## config.mk

```make
export PLATFORM = sky130hd
export DESIGN_NAME = coil_share_arbiter
export DESIGN_NICKNAME = d
export VERILOG_FILES = /design/src/rtl/coil_arb_pkg.sv /design/src/rtl/rise_detect.sv /design/src/rtl/fixed_prio_pick.sv /design/src/rtl/hold_watchdog.sv /design/src/rtl/coil_share_arbiter.sv
export SDC_FILE = /design/constraint.sdc
export NUM_CORES = 1
export LEC_CHECK = 0
export BUFFER_PORTS_ARGS = -buffer_cell sky130_fd_sc_hd__buf_2
export CAP_MARGIN = 20
export CELL_PAD_IN_SITES_DETAIL_PLACEMENT = 0
export CELL_PAD_IN_SITES_GLOBAL_PLACEMENT = 2
export CORE_MARGIN = 1.5
export CORE_UTILIZATION = 37
export CTS_CLUSTER_SIZE = 14
export DETAILED_ROUTE_END_ITERATION = 10
export PLACE_DENSITY = 0.78
export REMOVE_ABC_BUFFERS = 1
export SYNTH_ARGS = -nofsm -noshare
export SYNTH_HDL_FRONTEND = slang
export SYNTH_HIERARCHICAL = 1
export SYNTH_SLANG_ARGS = --single-unit
```

## constraint.sdc

```tcl
create_clock -name clk_i -period 1.8 [get_ports clk_i]
set_clock_uncertainty 0.05 [all_clocks]
set_input_delay 0.36 -clock clk_i [delete_from_list [all_inputs] [get_ports clk_i]]
set_output_delay 0.36 -clock clk_i [all_outputs]
set_load 0.01 [all_outputs]
```

## src/rtl/coil_arb_pkg.sv

```systemverilog
package coil_arb_pkg;
  localparam int unsigned NUM_CLIENTS = 3;

  // index order is also priority order (lowest index wins)
  typedef enum logic [1:0] {
    CL_STEP_DOWN = 2'd0,
    CL_FLIP      = 2'd1,
    CL_STEP_UP   = 2'd2
  } client_e;

  typedef logic [NUM_CLIENTS-1:0] client_vec_t;
endpackage

```

## src/rtl/rise_detect.sv

```systemverilog
module rise_detect #(
  parameter int unsigned W = 3
) (
  input  logic         clk_i,
  input  logic         rst_ni,
  input  logic [W-1:0] lvl_i,
  output logic [W-1:0] rise_o
);
  logic [W-1:0] lvl_q;

  for (genvar i = 0; i < W; i++) begin : g_bit
    always_ff @(posedge clk_i or negedge rst_ni) begin
      if (!rst_ni) lvl_q[i] <= 1'b0;
      else         lvl_q[i] <= lvl_i[i];
    end
    assign rise_o[i] = lvl_i[i] & ~lvl_q[i];
  end
endmodule

```

## src/rtl/fixed_prio_pick.sv

```systemverilog
module fixed_prio_pick #(
  parameter int unsigned W = 3
) (
  input  logic [W-1:0] req_i,
  output logic [W-1:0] gnt_o
);
  logic [W:0] seen;

  assign seen[0] = 1'b0;
  for (genvar i = 0; i < W; i++) begin : g_chain
    assign seen[i+1] = seen[i] | req_i[i];
    assign gnt_o[i]  = req_i[i] & ~seen[i];
  end
endmodule

```

## src/rtl/hold_watchdog.sv

```systemverilog
module hold_watchdog #(
  parameter int unsigned LIMIT = 800
) (
  input  logic clk_i,
  input  logic rst_ni,
  input  logic busy_i,
  output logic err_o
);
  localparam int unsigned CW = $clog2(LIMIT + 1);
  localparam logic [CW-1:0] LIM = CW'(LIMIT);

  logic [CW-1:0] cnt_q;

  always_ff @(posedge clk_i or negedge rst_ni) begin
    if (!rst_ni)           cnt_q <= '0;
    else if (!busy_i)      cnt_q <= '0;
    else if (cnt_q != LIM) cnt_q <= cnt_q + 1'b1;
  end

  assign err_o = busy_i && (cnt_q == LIM);

  assert_err_needs_holder_R9: assert property (@(posedge clk_i) disable iff (!rst_ni)
    err_o |-> busy_i);
  assert_err_persists_R9: assert property (@(posedge clk_i) disable iff (!rst_ni)
    (err_o && busy_i) |=> (err_o || !busy_i));
endmodule

```

## src/rtl/coil_share_arbiter.sv

```systemverilog
module coil_share_arbiter
  import coil_arb_pkg::*;
#(
  parameter int unsigned HOLD_LIMIT = 800
) (
  input  logic                   clk_i,
  input  logic                   rst_ni,
  input  logic [NUM_CLIENTS-1:0] req_i,
  input  logic [NUM_CLIENTS-1:0] rel_i,
  output logic [NUM_CLIENTS-1:0] ack_o,
  output logic                   hold_err_o
);
  client_vec_t req_rise, rel_rise, cand, pick, pend_q, ack_q;
  logic busy, rel_hit;

  rise_detect #(.W(NUM_CLIENTS)) i_req_edge (
    .clk_i(clk_i), .rst_ni(rst_ni), .lvl_i(req_i), .rise_o(req_rise)
  );
  rise_detect #(.W(NUM_CLIENTS)) i_rel_edge (
    .clk_i(clk_i), .rst_ni(rst_ni), .lvl_i(rel_i), .rise_o(rel_rise)
  );

  assign cand    = pend_q | req_rise;
  assign busy    = |ack_q;
  assign rel_hit = |(rel_rise & ack_q);  // only the holder can release

  fixed_prio_pick #(.W(NUM_CLIENTS)) i_pick (.req_i(cand), .gnt_o(pick));

  always_ff @(posedge clk_i or negedge rst_ni) begin
    if (!rst_ni) begin
      ack_q  <= '0;
      pend_q <= '0;
    end else if (!busy) begin
      ack_q  <= pick;
      pend_q <= cand & ~pick;
    end else begin
      pend_q <= cand;
      if (rel_hit) ack_q <= '0;  // next grant one edge later
    end
  end

  assign ack_o = ack_q;

  hold_watchdog #(.LIMIT(HOLD_LIMIT)) i_wdog (
    .clk_i(clk_i), .rst_ni(rst_ni), .busy_i(busy), .err_o(hold_err_o)
  );

  assert_single_ack_R6: assert property (@(posedge clk_i) disable iff (!rst_ni)
    $onehot0(ack_o));
  assert_idle_grant_R2: assert property (@(posedge clk_i) disable iff (!rst_ni)
    (!busy && |cand) |=> busy);
  assert_prio_top_R5: assert property (@(posedge clk_i) disable iff (!rst_ni)
    (!busy && cand[CL_STEP_DOWN]) |=> ack_o[CL_STEP_DOWN]);
  assert_prio_mid_R5: assert property (@(posedge clk_i) disable iff (!rst_ni)
    (!busy && !cand[CL_STEP_DOWN] && cand[CL_FLIP]) |=> ack_o[CL_FLIP]);
  assert_busy_hold_R3: assert property (@(posedge clk_i) disable iff (!rst_ni)
    (busy && !rel_hit) |=> $stable(ack_o));
  assert_release_drop_R4: assert property (@(posedge clk_i) disable iff (!rst_ni)
    rel_hit |=> !busy);
  assert_foreign_release_R7: assert property (@(posedge clk_i) disable iff (!rst_ni)
    (busy && |(rel_rise & ~ack_q) && !rel_hit) |=> $stable(ack_o));
endmodule

```

==> results.json <==
{
  "outcome": "finished with violations",
  "violations": "negative setup slack",
  "max_freq_mhz": 508,
  "vias": 780,
  "finalWorstSetupSlack_ps": -170,
  "areaGrowthSynthToFinish_pct": 26.3,
  "start_kind": "flip-flop",
  "hold_path_class": "input pin to flip-flop",
  "grt_antenna_before_repair": 0,
  "worst-path-max-fanout": 2,
  "htreeDepth": 1,
  "tightest_slew_ps": 488,
  "wire_per_inst_um": 13.5,
  "pwr-share-clk": 0.200,
  "clk_root_buffer_cell": "clkbuf_4",
  "drive_above_1_share": 0.394,
  "crit_arrival_ps": 1560,
  "gp_congestion": 0.778,
  "path_clk_slew_ps": 130,
  "start_util": 0.393,
  "clkSinkCount": 22,
  "synth_cells": 97,
  "num_rows": 19,
  "final_cell_mix": "dfrtp_1 (22), buf_4 (17), nand2_1 (12)",
  "fin_crit_ps": 1970,
  "met2_usage": 0.220,
  "rsz0062_at_grt": "true",
  "pre_cts_ws_ps": 112,
  "die-area_sq_um": 3260,
  "synth_top_area_frac": 0.508,
  "rrSetupSlack_ps": -60,
  "synth_area_leaders": "dfrtp_1 (51%), nor2b_4 (7.6%), nand2_1 (4.2%)",
  "synth_cell_types": 37,
  "switching_power_mw": 0.598,
  "final_common_cell": "dfrtp_1",
  "synth_seq_cells": 22,
  "setup_viol": 2,
  "critical_path_class": "flip-flop to primary output",
  "swShare": 0.321,
  "grt-busiest-layer": "met2",
  "synth_seq_area_share": 0.508,
  "startpoint": "i_wdog/cnt_q[0]",
  "grt_pass1_vias": 781,
  "cts_tree": "done",
  "placed_area_sq_um": 1200,
  "globalRouteMet3Util": 0.0454,
  "final_hold_viol_count": 0,
  "slew-limit-headroom": 0.675,
  "rr_startpoint": "i_wdog/cnt_q[0]",
  "crit_path_end_kind": "primary output",
  "drtPass1Iterations": 4,
  "ir_worst_vdd_mv": 0.958,
  "drt_iter0_markers": 15,
  "dp_hpwl_um": 1470,
  "core_sq_um": 2760,
  "die-height_um": 57.1,
  "worstHoldStart": "req_i[1]",
  "die_w_um": 57.1,
  "period_share": 1.09,
  "portBuffers": 11,
  "p_comb_frac": 0.439,
  "cts_buffers": 3,
  "avgViaCountPerCell": 4.94,
  "syn_area_sq_um": 1080,
  "stdcell_area_sq_um": 1370,
  "avgSynthCellArea_sq_um": 11.2,
  "wirelength_um": 2140,
  "synth-warning-count": 6,
  "grt_use_total": 0.144,
  "powerDensity_nw_per_um2": 1360,
  "pin_count": 12,
  "internal_power_mw": 1.26,
  "slew_viol_final": 0,
  "p_leak_nw": 0.633,
  "drc": 0,
  "ant_nets": 0,
  "grt_max_degree": 23,
  "cap_violations": 0,
  "yosysTopAreaCell": "dfrtp_1",
  "seqPwrFrac": 0.361,
  "grt_util_met1": 0.189,
  "grt.overflow.total": 0,
  "antenna_cells": 0,
  "cp.required_ps": 1390,
  "grt_pass1_wl_um": 3550,
  "total_power_mw": 1.86,
  "clock_latency_ps": 310,
  "nNetsFinal": 138,
  "ctsLongestPathBuffers": 2
}
-- routing by layer --
layer / vias up / share of wire
li1: 396 / -
met1: 372 / 0.48
met2: 8 / 0.48
met3: 4 / 0.022
met4: 0 / 0.016
met5: - / 0
-- flip-flops by register name (all words and copies together) (netlist names) --
name and flops:
i_rel_edge/lvl_q 3, i_req_edge/lvl_q 3, i_wdog/cnt_q 10, pend_q 3
ack_o 3
-- path summary, 6_finish.rpt --
| check | endpoint | depth (start not counted) |
|---|---|---|
| max | hold_err_o | 6 |
| min | i_req_edge/lvl_q[1] | 1 |
| max reg2reg | i_wdog/cnt_q[0] | 13 |
| min reg2reg | i_wdog/cnt_q[8] | 2 |
| max in group asynchronous | i_rel_edge/lvl_q[1] | 2 |
| min in group asynchronous | i_wdog/cnt_q[7] | 2 |
-- cell type report --
| class | instances | area [sq um] |
|---|---|---|
| clock buffers | 3 | 22.5 |
| clock inverters | 1 | 30.0 |
| fillers | 244 | 1390 |
| inverters | 6 | 22.5 |
| multi-input cells | 66 | 512 |
| flip-flops and latches | 22 | 551 |
| well taps | 31 | 38.8 |
| repair buffers | 29 | 193 |
-- stage by stage --
step	hold WS [ps]	std cells	util	TNS, ps
final	111	158	0.496	-232
after detailed placement	311	141	0.435	0
after global routing	74.8	158	0.496	-461
after CTS	99.9	157	0.490	-180
after floorplan	14.4	94	-	0
after global placement	309	141	0.435	0
-- critical path, stage by stage (launching register included) --
cell     delay [ps]
dfrtp_1         400
inv_2            60
ha_2            160
nor4b_4         170
and4_1          230
and2_1          120
buf_2           120
-- repair_timing --
item / 4_1_cts / 5_1_grt
hold buffers: 1 / 0
pin swaps: 2 / 1
endpoints found under the hold margin: 22 / 0
endpoints found under the setup margin: 1 / 2
setup buffers: 11 / 1
resized for setup: 1 / 3
-- cell families (layout without fill, tap and decap cells) --
group | Yosys count | in the layout | share of synthesized area
DFF | 22 | 22 | 0.508
adders and majority gates | 2 | 2 | 0.0231
AOI/OAI and AO/OA | 15 | 15 | 0.0993
muxes | 3 | 3 | 0.0277
buffers and inverters | 9 | 39 | 0.0358
xor gates and xnor gates | 2 | 2 | 0.0162
and+or+nand+nor | 44 | 44 | 0.290
-- power groups by stage --
stage,logic [mW],clock network (mW),registers [mW]
3_3_place_gp,0.578,0,0.677
3_5_place_dp,0.587,0,0.685
6_report,0.817,0.373,0.673
2_1_floorplan,0.349,0,0.698
5_1_grt,0.894,0.412,0.687
4_1_cts,0.766,0.387,0.671
-- cells in the mapped netlist --
cell	instances
dfrtp_1	22
nand2_1	12
inv_1	6
nor2b_4	6
a21boi_0	3
a21oi_1	3
mux2i_1	3
nand3_1	3
nor2b_1	3
or2_2	3
a32o_1	2
ha_1	2
nor2_1	2
o21ai_0	2
o31ai_1	2
xor2_1	2
a32o_2	1
and2_1	1
and4_1	1
buf_2	1
buf_4	1
clkbuf_1	1
nand2b_1	1
nand3_2	1
nand3b_1	1
nand4_1	1
nor2b_2	1
nor3_4	1
nor3b_1	1
nor3b_2	1
nor4_1	1
nor4b_1	1
o211ai_1	1
o22ai_1	1
or3_1	1
or3_2	1
or4_1	1
Power figures use the tool's default switching activity.
